### src/rtl/ct_pkg.sv
package ct_pkg;
  localparam logic [1:0] ADDR_TMR_A = 2'd0;
  localparam logic [1:0] ADDR_TMR_B = 2'd1;
  localparam logic [1:0] ADDR_LOW   = 2'd2;
  localparam logic [1:0] ADDR_MODE  = 2'd3;

  typedef struct packed {
    logic       ext_fall;
    logic       pwm_b;
    logic [1:0] src_b;
    logic [1:0] src_a;
    logic       stop_b;
    logic       stop_a;
  } mode_t;

  localparam logic [1:0] SRC_A_DIV16 = 2'b00;
  localparam logic [1:0] SRC_A_DIV32 = 2'b01;
  localparam logic [1:0] SRC_A_DIV128 = 2'b10;
  localparam logic [1:0] SRC_A_EXT   = 2'b11;

  localparam logic [1:0] SRC_B_DIV16 = 2'b00;
  localparam logic [1:0] SRC_B_CASC  = 2'b01;
  localparam logic [1:0] SRC_B_EXT   = 2'b10;
  localparam logic [1:0] SRC_B_DIV128 = 2'b11;
endpackage

### src/rtl/ct_prescaler.sv
module ct_prescaler #(
  parameter int N_TAPS = 3,
  parameter int TAP_LOG [N_TAPS] = '{4, 5, 7}
) (
  input  logic              clk_i,
  input  logic              rst_ni,
  output logic [N_TAPS-1:0] tick_o
);
  localparam int CW = TAP_LOG[N_TAPS-1];

  logic [CW-1:0] div_q;

  always_ff @(posedge clk_i or negedge rst_ni) begin
    if (!rst_ni) div_q <= '0;
    else         div_q <= div_q + 1'b1;
  end

  for (genvar t = 0; t < N_TAPS; t++) begin : g_tap
    assign tick_o[t] = &div_q[TAP_LOG[t]-1:0];
  end

  // taps ascend, so the slowest tick always coincides with all faster ones
  AST_TAP_NESTED: assert property (@(posedge clk_i) disable iff (!rst_ni)
    tick_o[N_TAPS-1] |-> (&tick_o));
endmodule

### src/rtl/ct_edge_sync.sv
module ct_edge_sync #(
  parameter int STAGES = 2
) (
  input  logic clk_i,
  input  logic rst_ni,
  input  logic ext_i,
  input  logic fall_i,
  output logic tick_o
);
  localparam int SW = STAGES + 1;

  logic [SW-1:0] sh_q;

  always_ff @(posedge clk_i or negedge rst_ni) begin
    if (!rst_ni) sh_q <= '0;
    else         sh_q <= {sh_q[SW-2:0], ext_i};
  end

  logic cur, prev;
  assign cur  = sh_q[SW-2];
  assign prev = sh_q[SW-1];
  assign tick_o = fall_i ? (prev & ~cur) : (~prev & cur);

  AST_EXT_SINGLE: assert property (@(posedge clk_i) disable iff (!rst_ni)
    (tick_o && $stable(fall_i)) |=> !tick_o);
endmodule

### src/rtl/ct_timer.sv
module ct_timer #(
  parameter int           W       = 8,
  parameter logic [W-1:0] RST_VAL = '1,
  parameter bit           PWM_CAP = 1'b0
) (
  input  logic         clk_i,
  input  logic         rst_ni,
  input  logic         pulse_i,
  input  logic         stop_i,
  input  logic         latch_wr_i,
  input  logic [W-1:0] wdata_i,
  input  logic [W-1:0] low_len_i,
  input  logic         pwm_en_i,
  output logic [W-1:0] cnt_o,
  output logic         uf_o,
  output logic         irq_o,
  output logic         out_o
);
  logic [W-1:0] cnt_q, latch_q;
  logic         tog_q, phase_q, irq_q;
  logic         pwm_act, tick, at_zero, pwm_sw, n_zero, m_zero;

  assign pwm_act = PWM_CAP ? pwm_en_i : 1'b0;
  assign tick    = pulse_i & ~stop_i;
  assign at_zero = (cnt_q == '0);
  assign uf_o    = tick & at_zero & ~pwm_act;
  // phase ends on the pulse that finds 1 (or 0 after a zero-length load)
  assign pwm_sw  = tick & pwm_act & (cnt_q < W'(2));
  assign n_zero  = (latch_q == '0);
  assign m_zero  = (low_len_i == '0);

  always_ff @(posedge clk_i or negedge rst_ni) begin
    if (!rst_ni) latch_q <= RST_VAL;
    else if (latch_wr_i) latch_q <= wdata_i;
  end

  always_ff @(posedge clk_i or negedge rst_ni) begin
    if (!rst_ni) begin
      cnt_q <= RST_VAL;
    end else if (latch_wr_i && stop_i) begin
      cnt_q <= wdata_i;
    end else if (tick) begin
      if (pwm_act) begin
        if (cnt_q < W'(2)) cnt_q <= phase_q ? low_len_i : latch_q;
        else               cnt_q <= cnt_q - 1'b1;
      end else if (at_zero) begin
        cnt_q <= latch_q;
      end else begin
        cnt_q <= cnt_q - 1'b1;
      end
    end
  end

  always_ff @(posedge clk_i or negedge rst_ni) begin
    if (!rst_ni)       phase_q <= 1'b1;
    else if (!pwm_act) phase_q <= 1'b1;
    else if (pwm_sw)   phase_q <= ~phase_q;
  end

  always_ff @(posedge clk_i or negedge rst_ni) begin
    if (!rst_ni)   tog_q <= 1'b0;
    else if (uf_o) tog_q <= ~tog_q;
  end

  always_ff @(posedge clk_i or negedge rst_ni) begin
    if (!rst_ni) irq_q <= 1'b0;
    else if (pwm_act) irq_q <= pwm_sw & ~phase_q & ~n_zero & ~m_zero;
    else              irq_q <= uf_o;
  end

  always_comb begin
    if (!pwm_act)    out_o = tog_q;
    else if (n_zero) out_o = 1'b0;
    else if (m_zero) out_o = 1'b1;
    else             out_o = phase_q;
  end

  assign cnt_o = cnt_q;
  assign irq_o = irq_q;

  AST_RELOAD_ON_ZERO: assert property (@(posedge clk_i) disable iff (!rst_ni)
    (tick && at_zero && !pwm_act) |=> (cnt_q == $past(latch_q)));
  AST_STOP_HOLDS: assert property (@(posedge clk_i) disable iff (!rst_ni)
    (stop_i && !latch_wr_i) |=> $stable(cnt_q));
  AST_TOGGLE_ON_UF: assert property (@(posedge clk_i) disable iff (!rst_ni)
    (irq_o && !$past(pwm_act)) |-> (tog_q != $past(tog_q)));
  AST_PWM_IRQ_HIGH: assert property (@(posedge clk_i) disable iff (!rst_ni)
    (irq_o && pwm_act && !n_zero && !m_zero) |-> out_o);
endmodule

### src/rtl/cascade_timer.sv
module cascade_timer #(
  parameter int           W       = 8,
  parameter logic [W-1:0] RST_A   = 8'hFF,
  parameter logic [W-1:0] RST_B   = 8'h01,
  parameter int           SYNC_ST = 2
) (
  input  logic         clk_i,
  input  logic         rst_ni,
  input  logic         we_i,
  input  logic [1:0]   addr_i,
  input  logic [W-1:0] wdata_i,
  output logic [W-1:0] rdata_o,
  input  logic         ext_i,
  output logic         irq_a_o,
  output logic         irq_b_o,
  output logic         out_a_o,
  output logic         out_b_o
);
  import ct_pkg::*;

  localparam int N_TAPS = 3;

  mode_t        mode_q;
  logic [W-1:0] low_q, cnt_a, cnt_b;
  logic [N_TAPS-1:0] pre_tick;
  logic         ext_tick, uf_a, uf_b, pulse_a, pulse_b;

  always_ff @(posedge clk_i or negedge rst_ni) begin
    if (!rst_ni) begin
      mode_q <= '0;
      low_q  <= '0;
    end else if (we_i) begin
      if (addr_i == ADDR_MODE) mode_q <= mode_t'(wdata_i[7:0]);
      if (addr_i == ADDR_LOW)  low_q  <= wdata_i;
    end
  end

  ct_prescaler #(.N_TAPS(N_TAPS), .TAP_LOG('{4, 5, 7})) u_pre (
    .clk_i (clk_i),
    .rst_ni(rst_ni),
    .tick_o(pre_tick)
  );

  ct_edge_sync #(.STAGES(SYNC_ST)) u_sync (
    .clk_i (clk_i),
    .rst_ni(rst_ni),
    .ext_i (ext_i),
    .fall_i(mode_q.ext_fall),
    .tick_o(ext_tick)
  );

  always_comb begin
    unique case (mode_q.src_a)
      SRC_A_DIV16:  pulse_a = pre_tick[0];
      SRC_A_DIV32:  pulse_a = pre_tick[1];
      SRC_A_DIV128: pulse_a = pre_tick[2];
      default:      pulse_a = ext_tick;
    endcase
    unique case (mode_q.src_b)
      SRC_B_DIV16:  pulse_b = pre_tick[0];
      SRC_B_CASC:   pulse_b = uf_a;
      SRC_B_EXT:    pulse_b = ext_tick;
      default:      pulse_b = pre_tick[2];
    endcase
  end

  ct_timer #(.W(W), .RST_VAL(RST_A), .PWM_CAP(1'b0)) u_tmr_a (
    .clk_i     (clk_i),
    .rst_ni    (rst_ni),
    .pulse_i   (pulse_a),
    .stop_i    (mode_q.stop_a),
    .latch_wr_i(we_i && addr_i == ADDR_TMR_A),
    .wdata_i   (wdata_i),
    .low_len_i ('0),
    .pwm_en_i  (1'b0),
    .cnt_o     (cnt_a),
    .uf_o      (uf_a),
    .irq_o     (irq_a_o),
    .out_o     (out_a_o)
  );

  ct_timer #(.W(W), .RST_VAL(RST_B), .PWM_CAP(1'b1)) u_tmr_b (
    .clk_i     (clk_i),
    .rst_ni    (rst_ni),
    .pulse_i   (pulse_b),
    .stop_i    (mode_q.stop_b),
    .latch_wr_i(we_i && addr_i == ADDR_TMR_B),
    .wdata_i   (wdata_i),
    .low_len_i (low_q),
    .pwm_en_i  (mode_q.pwm_b),
    .cnt_o     (cnt_b),
    .uf_o      (uf_b),
    .irq_o     (irq_b_o),
    .out_o     (out_b_o)
  );

  always_comb begin
    unique case (addr_i)
      ADDR_TMR_A: rdata_o = cnt_a;
      ADDR_TMR_B: rdata_o = cnt_b;
      ADDR_LOW:   rdata_o = low_q;
      default:    rdata_o = W'(mode_q);
    endcase
  end

  AST_CASCADE_FEEDS_B: assert property (@(posedge clk_i) disable iff (!rst_ni)
    (mode_q.src_b == SRC_B_CASC && !mode_q.stop_b && !mode_q.pwm_b && uf_a && cnt_b != '0
     && !(we_i && addr_i == ADDR_MODE))
    |=> (cnt_b == $past(cnt_b) - 1'b1));

  logic unused_uf_b;
  assign unused_uf_b = uf_b;
endmodule

### config.mk
export PLATFORM = sky130hd
export DESIGN_NAME = cascade_timer
export DESIGN_NICKNAME = d
export VERILOG_FILES = /design/src/rtl/ct_pkg.sv /design/src/rtl/ct_prescaler.sv /design/src/rtl/ct_edge_sync.sv /design/src/rtl/ct_timer.sv /design/src/rtl/cascade_timer.sv
export SDC_FILE = /design/constraint.sdc
export NUM_CORES = 1
export LEC_CHECK = 0
export ABC_AREA = 1
export BUFFER_PORTS_ARGS = -buffer_cell sky130_fd_sc_hd__clkbuf_2
export CORE_UTILIZATION = 55
export DETAILED_ROUTE_END_ITERATION = 10
export HOLD_SLACK_MARGIN = 0.1
export PLACE_DENSITY = 0.81
export SETUP_SLACK_MARGIN = 0.1
export SYNTH_ARGS = -nofsm -noshare
export SYNTH_HDL_FRONTEND = slang
export SYNTH_SLANG_ARGS = --single-unit
### constraint.sdc
create_clock -name clk_i -period 2.3 [get_ports clk_i]
set_input_delay 0.115 -clock clk_i [delete_from_list [all_inputs] [get_ports clk_i]]
set_output_delay 0.115 -clock clk_i [all_outputs]
set_load 0.005 [all_outputs]
Yosys cells after proc, flatten, opt, wreduce, memory -nomap -nowiden

Cells that the tools add are included.

Flip-flop bits (word level): 63
Bits of input ports: 14

Add/subtract/negate cells: 3
Magnitude comparators: 1
Equality and inequality tests: 8
Muxes and demuxes: 19
Bitwise operators: 22
Reduce and logical (&&, ||, !) cells: 18

Operators by type and width:

| cell                                                                          | count |
|---|---|
| 8-bit two-way mux                                                             | 9 |
| 8-bit logical NOT                                                             | 4 |
| 8-bit one-hot mux with 3 select lines                                         | 1 |
| 8-bit by 1-bit subtractor with 8-bit output (second input constant)           | 2 |
| 1-bit bitwise AND                                                             | 12 |
| 1-bit inverter                                                                | 10 |
| 2-bit == test (second input constant)                                         | 4 |
| 8-bit by 2-bit less-than comparator with 1-bit output (second input constant) | 1 |
| 7-bit by 1-bit adder with 7-bit output (second input constant)                | 1 |
| 1-bit two-way mux                                                             | 7 |
| 7-bit AND reduction                                                           | 1 |
| 2-bit by 1-bit == test with 1-bit output (second input constant)              | 3 |
| 2-bit logical NOT                                                             | 3 |
| 1-bit one-hot mux with 3 select lines                                         | 2 |
| 5-bit AND reduction                                                           | 1 |
| 1-bit logical AND                                                             | 4 |
| 2-bit AND reduction                                                           | 2 |
| 4-bit AND reduction                                                           | 1 |
| 2-bit nonzero test                                                            | 2 |
| 2-bit by 1-bit inequality test with 1-bit output (second input constant)      | 1 |

Logic depth before layout (Yosys ltp)

Gate-level depths: netlist (run 1).

Depth in word-level cells: 14
Depth in mapped cells: 14
Depth with buffers taken out: 14

Modules after synthesis

A second synthesis (run 1) with hierarchy kept.

Cell total of the unflattened synthesis: 524
Area, all modules: 3913.8 sq um

Modules (own cells, without submodules):

| module              | instances | cells each | area an instance (sq um) | seq. area each (sq um) |
|---|---|---|---|---|
| ct_timer at u_tmr_b | 1         | 213        | 1440.1                   | 479.2 |
| ct_timer at u_tmr_a | 1         | 144        | 1082.3                   | 470.5 |
| cascade_timer       | 1         | 127        | 984.7                    | 400.4 |
| ct_prescaler        | 1         | 31         | 306.5                    | 175.2 |
| ct_edge_sync        | 1         | 9          | 100.1                    | 75.1 |

Worst setup path before layout (run 1)

Ideal clock, no wire load.

Kind: reg-to-reg
Start: reg u_pre.div_q[0]
End: reg u_tmr_b.cnt_q[5], in the netlist u_tmr_b.cnt_o[5]
Library setup time: 117 ps
Data arrival time: 1592 ps
Required time: 2183 ps
Slack: 592 ps
Stages on the path, launching flop included: 15
Path buffers: 0
Cell sequence: dfrtp_1 -> ha_1 -> nand3_2 -> inv_1 -> ha_1 -> nor2_1 -> nor2_1 -> nand2_1 -> nand2_1 -> nand3_2 -> nand2_4 -> nand2_4 -> nand2_2 -> nand2_1 -> nand2_1

Word-level cells in the longest chain between the ends: 7
Elaborated cells on any way between the ends: 9

Ends and longest elaborated chain:

| what                                              | RTL line            | text |
|---|---|---|
| start: declaration                                | ct_prescaler.sv:11  | `logic [CW-1:0] div_q;` |
| start signal: assignment                          | ct_prescaler.sv:15  | `else div_q <= div_q + 1'b1;` |
| 7-bit AND reduction, or another cell as far along | ct_prescaler.sv:19  | `assign tick_o[t] = &div_q[TAP_LOG[t]-1:0];` |
| 1-bit one-hot mux with 3 select lines             | cascade_timer.sv:53 | `unique case (mode_q.src_a)` |
| 1-bit bitwise AND                                 | ct_timer.sv:24      | `assign tick = pulse_i & ~stop_i;` |
| 1-bit bitwise AND                                 | ct_timer.sv:26      | `assign uf_o = tick & at_zero & ~pwm_act;` |
| 1-bit one-hot mux with 3 select lines *           | cascade_timer.sv:59 | `unique case (mode_q.src_b)` |
| 1-bit bitwise AND *                               | ct_timer.sv:24      |  |
| 2-bit nonzero test (no line) *                    | --                  |  |
| end signal: assignment                            | ct_timer.sv:41      | `cnt_q <= wdata_i;` |
| end signal: assignment                            | ct_timer.sv:44      | `if (cnt_q < W'(2)) cnt_q <= phase_q ? low_len_i : latch_q;` |
| end signal: assignment                            | ct_timer.sv:45      | `else cnt_q <= cnt_q - 1'b1;` |
| end: declaration                                  | ct_timer.sv:19      | `logic [W-1:0] cnt_q, latch_q;` |

Every way passes the cells marked *; elsewhere a longest branch is shown, timed or not.
A chain may end at the register's enable or synchronous reset.

Worst setup path after layout (run 1)

Start: reg u_pre.div_q[0]
End: reg u_tmr_b.cnt_q[3], in the netlist u_tmr_b.cnt_o[3]

Same word-level chain as after synthesis.

==> results of run 1 <==
[power groups by stage]
stage | clock [W] | sequential (W) | combinational, W
2_1_floorplan | 0 | 0.00162 | 0.00130
3_3_place_gp | 0 | 0.00170 | 0.00166
3_5_place_dp | 0 | 0.00170 | 0.00170
4_1_cts | 0.00121 | 0.00169 | 0.00173
5_1_grt | 0.00125 | 0.00173 | 0.00197
6_report | 0.00120 | 0.00170 | 0.00177
[cells by family after synthesis]
family | count (synthesis)
compound gates | 103
xor+xnor | 7
fa+ha+maj | 6
buf+inv | 72
flops | 63
simple gates | 232
[state kept, by name (all words and copies together), names as in the netlist]
register	flops
u_tmr_a.latch_q	8
u_tmr_a.irq_o	1
u_tmr_b.cnt_o	8
low_q	8
mode_q	8
u_sync.sh_q	3
u_tmr_a.out_o	1
u_tmr_b.irq_o	1
u_tmr_b.phase_q	1
u_tmr_b.latch_q	8
u_tmr_b.tog_q	1
u_pre.div_q	7
u_tmr_a.cnt_o	8
[per-stage QoR]
step / hold slack [ps] / worst slack, ps / power (W) / cells
after detailed placement: -51.1 / 395 / 0.00341 / 579
after global placement: -55.7 / 469 / 0.00335 / 579
after floorplan: -181 / 592 / 0.00293 / 483
after global routing: 132 / 110 / 0.00495 / 604
final: 116 / 343 / 0.00466 / 604
after CTS: 119 / 356 / 0.00462 / 604
[placed cells by master (no fill, tap or decap), types with 7 or more instances in the layout]
cell type	Yosys	layout
nand2_1	117	117
o21ai_0	58	58
inv_1	55	55
dfrtp_1	44	44
nand3_1	39	39
nor2_1	38	38
clkbuf_2	0	25
dfstp_2	19	19
a21oi_1	18	18
clkbuf_8	0	10
dlygate4sd3_1	0	10
nand2_4	7	7
o21ai_1	7	7
[synth_stat cells (3+ instances only)]
library cell | count | area share [%]
inv_2 | 6 | 0.60
o21ai_1 | 7 | 0.94
a21oi_1 | 18 | 2.4
o211ai_1 | 6 | 1.2
inv_1 | 55 | 5.5
xor2_1 | 4 | 0.94
ha_1 | 6 | 2.0
nor2_2 | 4 | 0.67
buf_6 | 3 | 0.91
clkbuf_1 | 4 | 0.40
nand2_2 | 6 | 1.0
o221ai_1 | 3 | 0.71
nand4_1 | 6 | 1.0
nor2_1 | 38 | 3.8
dfrtp_1 | 44 | 30
dfstp_2 | 19 | 13
nand2_1 | 117 | 12
a221oi_1 | 4 | 0.94
nor2_4 | 6 | 1.8
xnor2_1 | 3 | 0.71
nand2_4 | 7 | 2.1
o21ai_0 | 58 | 7.8
nand3_1 | 39 | 5.2
[timing repair]
action / CTS / global route
resized for setup: 0 / 0
hold buffers: 10 / 0
setup endpoints to repair: 0 / 0
endpoints found under the hold margin: 58 / 0
[per-layer routing]
metal | vias up | wire length (µm) | global-route usage [%]
met3 | 34 | 933 | 7.08
met4 | 0 | 393 | 16.0
li1 | 1670 | - | -
met5 | - | 0 | 0
met1 | 1662 | 4140 | 40.7
met2 | 218 | 4520 | 45.2
[cell type report]
class                   count  share of cell area [%]
multi-input cells         348                    42.8
flip-flops and latches     63                    37.6
repair buffers             38                    5.83
inverters                  63                    5.68
clock buffers              10                    3.24
clock inverters             5                    2.50
well taps                  77                    2.27
[worst max-delay path by stage]
stage | from | end | depth (start not counted)
2_1_floorplan | u_pre.div_q[0] | u_tmr_b.cnt_o[5] | 14
6_report | u_pre.div_q[0] | u_tmr_b.cnt_o[3] | 13
3_3_place_gp | u_pre.div_q[0] | u_tmr_b.cnt_o[6] | 14
5_1_grt | u_pre.div_q[0] | u_tmr_b.cnt_o[2] | 14
4_1_cts | u_pre.div_q[0] | u_tmr_b.cnt_o[5] | 14
3_5_place_dp | u_pre.div_q[0] | u_tmr_b.cnt_o[5] | 14
==> flow_summary.ini, run 1 <==
[run_status]
status = finished clean

[pwr]
p_leak_nw = 2.10
combPwrFrac_pct = 37.9
ir_worst_vdd_mv = 0.564
power_density_nw_per_um2 = 1100
p_seq_share_pct = 36.4
p_sw_share_pct = 39.7
p_int_w = 0.00281
p_switching_w = 0.00185
pwr-share-clk_pct = 25.7

[routing]
wire_per_inst_um = 16.5
via_per_inst = 5.93
drt_pre_antenna_iters = 6
routed_wl_mm = 9.99
drt_iter0_drc = 427
vias = 3584
drc_errors = 0
detail-route-antenna-nets = 0

[yosys]
ys_types = 36
synth_compound_gate_area_share_pct = 15.4
synthAdderAreaFrac_pct = 2.02
seq_area_frac_synth_pct = 43.0
muxShareOfSynthArea_pct = 0
synth-edff-count = 0
synth_xor_area_share_pct = 1.65
synth_nets = 503
yosysWarnings = 0
synth_cells = 483
synthSimpleGateAreaFrac_pct = 29.9
async_flop_share_pct = 100
netlist_area_um2 = 3720
synth-seq-cells = 63
synth_top_family_by_area = simple AND/OR/NAND/NOR gates
syn_area_per_cell_um2 = 7.71
synth_ff_type = dfrtp_1

[global_routing]
antenna_found_initial = 0
grt_start_max_net_pins = 35
overflow = 0
grt_pass1_wl_mm = 16.3
grt_usage_pct = 30.1
grt_pass1_vias = 3312

[timing]
period_share_pct = 85.1
setup_viol = 0
period_needed_ps = 1960
finClkSkew_ps = 8.64
hold_viol = 0
final_max_slew_viol_count = 0
relSlewSlack_pct = 65.5
worstMarginPinSlew_ps = 517
final.setup.tns_ps = 0
grt_setup_unrepaired = false
fmax_ghz = 0.511

[cts]
clock_sinks = 63
cts-buffers-inserted = 9
clkLatencyLatePin_ps = 350
htree_levels = 3
cts-root-buf = clkbuf_8
cts_tree = done
path_clk_slew_ps = 70
clock_path_buffers = 2
cts_setup_buffers = 0

[layout]
multi_input_area_um2 = 1820
register_area_um2 = 1600
fillCellCount = 553
fin_area_um2 = 4250
utilization_pct = 65.8
drive_above_1_share_pct = 18.8
diodes = 0
area_growth_pct = 14.2
finalNetCount = 543

[floorplanning]
die_w_um = 84.3
coreArea_um2 = 6460
dieArea_um2 = 7100
die_h_um = 84.3
initial_core_util_pct = 57.6
boundaryPins = 26
rows = 29

[critical_path]
startpoint_type = flop
rr_endpoint = u_tmr_b.cnt_o[3]
critical_path_buf_inv_count = 1
crit_type = flop to flop
cpLargestDelayFamily = simple AND/OR/NAND/NOR gates
critical_path.endpoint_type = flop
crit_chain = ha_1 > nand3_2 > inv_1 > ha_1 > nor2_1 > nor2_1 > nand2_1 > nand2_1 > nand3_2 > nand2_4 > nand2_4 > nand3_1 > nand3_1
arrival_ps = 2180
cp.required_ps = 2530
cpPeakStageDelay_ps = 370
slowest_stage = dfrtp_1
worst-r2r-cell-count = 13
r2r-start = u_pre.div_q[0]
reg2reg_slack_ps = 340
critPathMaxFanout = 10

[hold_path]
worstHoldPathType = input pin to async pin

[placed_design]
gp_congestion = 0.938
io_buffer_count = 25
dp_hpwl_mm = 7.01
place_area_um2 = 3910

[run]
cap_violations = 0
No activity file was read; power rests on OpenSTA's default activity.
==> run 2, diff against run 1 <==
Settings changed: CORE_UTILIZATION 55 to 45, PLACE_DENSITY 0.81 to 0.69.
==> flow_summary.ini, run 2 (synthesis gave the netlist of run 1 again) <==
[cts]
cts_tree = done
clock_sinks = 63
clock_path_buffers = 2
cts-root-buf = clkbuf_8
htree_levels = 3
clkLatencyLatePin_ps = 350
cts-buffers-inserted = 9
path_clk_slew_ps = 80

[pwr]
p_seq_share_pct = 38.5
p_leak_nw = 2.07
p_switching_w = 0.00187
p_sw_share_pct = 42.6
combPwrFrac_pct = 40.3
power_density_nw_per_um2 = 1040
pwr-share-clk_pct = 21.1
p_int_w = 0.00252
ir_worst_vdd_mv = 0.542

[timing]
hold_viol = 0
final_max_slew_viol_count = 0
finClkSkew_ps = 11.2
worstMarginPinSlew_ps = 816
setup_viol = 0
fmax_ghz = 0.515
relSlewSlack_pct = 45.6
period_needed_ps = 1940
grt_setup_unrepaired = false
final.setup.tns_ps = 0
period_share_pct = 84.3

[global_routing]
grt_pass1_vias = 3341
grt_start_max_net_pins = 64
grt_usage_pct = 25.3
grt_pass1_wl_mm = 16.6
overflow = 0
antenna_found_initial = 0

[floorplanning]
coreArea_um2 = 7850
die_w_um = 93.0
boundaryPins = 26
initial_core_util_pct = 47.4
rows = 32
die_h_um = 93.0
dieArea_um2 = 8640

[routing]
drc_errors = 0
detail-route-antenna-nets = 0
drt_iter0_drc = 339
routed.top_layer = met4
vias = 3430
drt_pre_antenna_iters = 8
wl_met1_mm = 4.63
wl_met2_mm = 4.43
wire_per_inst_um = 15.9
via_per_inst = 5.46
routed_wl_mm = 9.98
dr_wl_met3_um = 628

[layout]
area_growth_pct = 13.2
drive_above_1_share_pct = 18.8
finalNetCount = 541
utilization_pct = 53.7
most-common-layout-cells = nand2_1, o21ai_0, inv_1
diodes = 0
layout_commonest_cell = nand2_1

[placed_design]
gp_congestion = 0.881
dp_hpwl_mm = 7.21
io_buffer_count = 25

[critical_path]
critPathMaxFanout = 10
r2r-start = u_pre.div_q[0]
critical_path.endpoint_type = flop
arrival_ps = 2190
crit_start = u_pre.div_q[0]
cp.required_ps = 2550
startpoint_type = flop
crit_type = flop to flop

[run]
cap_violations = 0

[hold_path]
worstHoldPathType = input pin to flop
holdCritStartpoint = wdata_i[4]

[run_status]
status = finished clean
## run 2: changes by cell type in the layout (fill, tap and decap cells not counted)
| cell | previous run | this run |
|---|---|---|
| buf_4 | 3 | 2 |
| bufinv_16 | 3 | 0 |
| clkbuf_8 | 10 | 11 |
| clkinv_2 | 0 | 1 |
| clkinv_4 | 1 | 2 |
| clkinvlp_4 | 1 | 0 |
| dlygate4sd3_1 | 10 | 9 |
| inv_6 | 0 | 2 |
## run 2: metal layers
layer	vias to the layer above	global-route usage, %
met5	-	0
met4	0	12.3
met3	27	5.34
met2	129	37.7
met1	1611	34.8
li1	1663	-
## run 2: layout make-up
type / instances / area (µm²)
multi-input cells: 348 / 1820
clock buffers: 11 / 151
repair buffers: 36 / 230
well taps: 102 / 128
clock inverters: 5 / 40.0
fillers: 773 / 3630
flip-flops and latches: 63 / 1600
inverters: 63 / 241
## run 2: worst paths after layout
kind / endpoint / slack [ps] / cells after the start
worst max-delay path: u_tmr_b.cnt_o[5] / 360 / 14
worst max register to register: u_tmr_b.cnt_o[5] / 360 / 14
min in group asynchronous: u_tmr_b.cnt_o[5] / 450 / 3
max in group asynchronous: low_q[7] / 1270 / 3
worst min-delay path: u_tmr_b.cnt_o[4] / 150 / 3
worst min register to register: u_sync.sh_q[1] / 360 / 0
## run 2: through the flow
step	setup slack (ps)	total power (W)	area (µm²)	instances	hold WS, ps
after floorplan	592	0.00293	3720	483	-181
after global placement	427	0.00339	3930	603	226
after detailed placement	369	0.00343	3930	603	225
after CTS	356	0.00437	4210	628	139
after global routing	195	0.00472	4210	628	149
final	360	0.00440	4210	628	147
## run 2: critical path: stages, from the launching register on
cell	delay (ps)
dfrtp_1	400
ha_1	240
nand3_2	90
inv_1	70
ha_1	180
nor2_1	90
nor2_1	50
nand2_1	60
nand2_1	70
nand3_2	130
nand2_4	130
nand2_4	140
nand2_2	80
nand2_1	70
nand2_1	50
## run 2: what timing repair did
| item | in CTS | in global routing |
|---|---|---|
| hold endpoints to repair | 56 | 0 |
| hold buffers | 9 | 0 |
| resized for setup | 0 | 0 |
| setup buffers | 0 | 0 |
## run 2: power by group through the flow
stage	Combinational, W	Clock (W)	Sequential, W
2_1_floorplan	0.00130	0	0.00162
3_3_place_gp	0.00169	0	0.00170
3_5_place_dp	0.00172	0	0.00171
4_1_cts	0.00174	0.000943	0.00169
5_1_grt	0.00199	0.000994	0.00173
6_report	0.00177	0.000930	0.00169
==> run 3, diff against run 2 <==
Clock period 2.3 ns to 1.8 ns, I/O delays scaled along.
==> flow_summary.ini, run 3 (synthesis gave the netlist of run 1 again) <==
[run_status]
status = finished clean

[layout]
fillCellCount = 712
finalNetCount = 572
utilization_pct = 58.9
drive_above_1_share_pct = 29.1
area_growth_pct = 24.3
most-common-layout-cells = nand2_1, o21ai_0, inv_1
diodes = 0
layout_commonest_cell = nand2_1

[critical_path]
crit_type = flop to flop
cpMostUsedCell = nand2_2
crit_chain = ha_2 > nand3_2 > inv_2 > buf_4 > buf_4 > nand3_2 > nand2_2 > nand3_4 > nand2_8 > nand2_8 > nand2_4 > nand2_2 > nand2_2
slowest_stage = dfrtp_1
critPathMaxFanout = 6
arrival_ps = 1980
cpPeakStageDelay_ps = 390
startpoint_type = flop
cp.required_ps = 2050
critical_path.endpoint_type = flop

[routing]
drt_iter0_drc = 414
vias = 3693
drt_pre_antenna_iters = 6
wire_per_inst_um = 16.4
via_per_inst = 5.60
drc_errors = 0
detail-route-antenna-nets = 0
routed_wl_mm = 10.8

[pwr]
power_density_nw_per_um2 = 1300
ir_worst_vdd_mv = 0.541
power_w = 0.00603
p_leak_nw = 2.24

[timing]
worstMarginPinSlew_ps = 576
finClkSkew_ps = 15.0
period_needed_ps = 1730
worst_slack_ps = 66.3
hold_viol = 0
setup_viol = 0
period_share_pct = 96.3
final_max_slew_viol_count = 0
hold_ws_ps = 174
fmax_ghz = 0.577
relSlewSlack_pct = 61.5
grt_setup_unrepaired = true

[placed_design]
dp_hpwl_mm = 7.39
io_buffer_count = 25
gp_congestion = 0.910
place_ws_ps = -43.8

[cts]
path_clk_slew_ps = 80
clock_sinks = 63
clkLatencyLatePin_ps = 350
cts-root-buf = clkbuf_8
clock_path_buffers = 2
cts-buffers-inserted = 9
htree_levels = 3
cts_tree = done

[global_routing]
grt.busiest_layer = met2
overflow = 0
grt_start_max_net_pins = 64
grt_pass1_wl_mm = 17.2
grt_usage_pct = 26.1
gr-usage-met1_pct = 37.1
antenna_found_initial = 0
gr-usage-met3_pct = 4.68
grt_pass1_vias = 3412
met2_usage_pct = 39.8

[run]
cap_violations = 0

[floorplanning]
coreArea_um2 = 7850
rows = 32
die_w_um = 93.0
boundaryPins = 26
initial_core_util_pct = 47.4
die_h_um = 93.0
dieArea_um2 = 8640

[hold_path]
worstHoldPathType = input pin to flop
[run 3: cell type report]
cell class	instances	area [µm²]	share of cell area, %
Multi-Input combinational cell	351	2000	43.2
Clock buffer	10	138	2.98
Sequential cell	63	1610	34.7
Timing Repair Buffer	64	463	10.0
Tap cell	102	128	2.76
Inverter	63	246	5.33
Clock inverter	6	45.0	0.974
[run 3: worst paths after layout]
check	startpoint	to	slack (ps)	depth (start not counted)
min reg2reg	u_sync.sh_q[0]	u_sync.sh_q[1]	350	0
max reg2reg	u_pre.div_q[0]	u_tmr_b.cnt_o[5]	70	13
min in group asynchronous	rst_ni	u_tmr_b.irq_o	280	3
max in group asynchronous	rst_ni	u_tmr_a.latch_q[0]	1180	3
max	u_pre.div_q[0]	u_tmr_b.cnt_o[5]	70	13
min	we_i	u_tmr_a.latch_q[6]	170	3
[run 3: power by group]
group,total (W),internal (W),leakage (nW),switching [W]
registers,0.00216,0.00183,0.744,0.000328
clock network,0.00116,0.000544,0.0966,0.000620
logic,0.00271,0.00106,1.40,0.00165
[run 3: per-stage QoR]
step	area [µm²]	TNS [ps]	cells
global placement	4050	0	617
floorplan	3720	0	483
finish	4630	0	659
CTS	4480	0	651
global route	4630	0	659
detailed placement	4050	-114	617
[run 3: routing by layer]
| layer | part of all wire, % | vias up |
|---|---|---|
| li1 | - | 1739 |
| met1 | 44 | 1734 |
| met2 | 45 | 194 |
| met3 | 8.8 | 26 |
| met4 | 2.6 | 0 |
| met5 | 0 | - |
[run 3: repair_timing]
item	in CTS	in global routing
setup endpoints to repair	25	24
pin swaps	8	13
gates resized for setup	21	28
cloned	2	1
buffers inserted	6	7
hold buffers	10	0
endpoints found under the hold margin	77	0
[run 3: worst max-delay path: cells and delay by family, from the launching register on]
kind / cells / cell delay, ps
simple gates: 9 / 740
flops: 1 / 390
buf+inv: 3 / 300
fa+ha+maj: 1 / 200
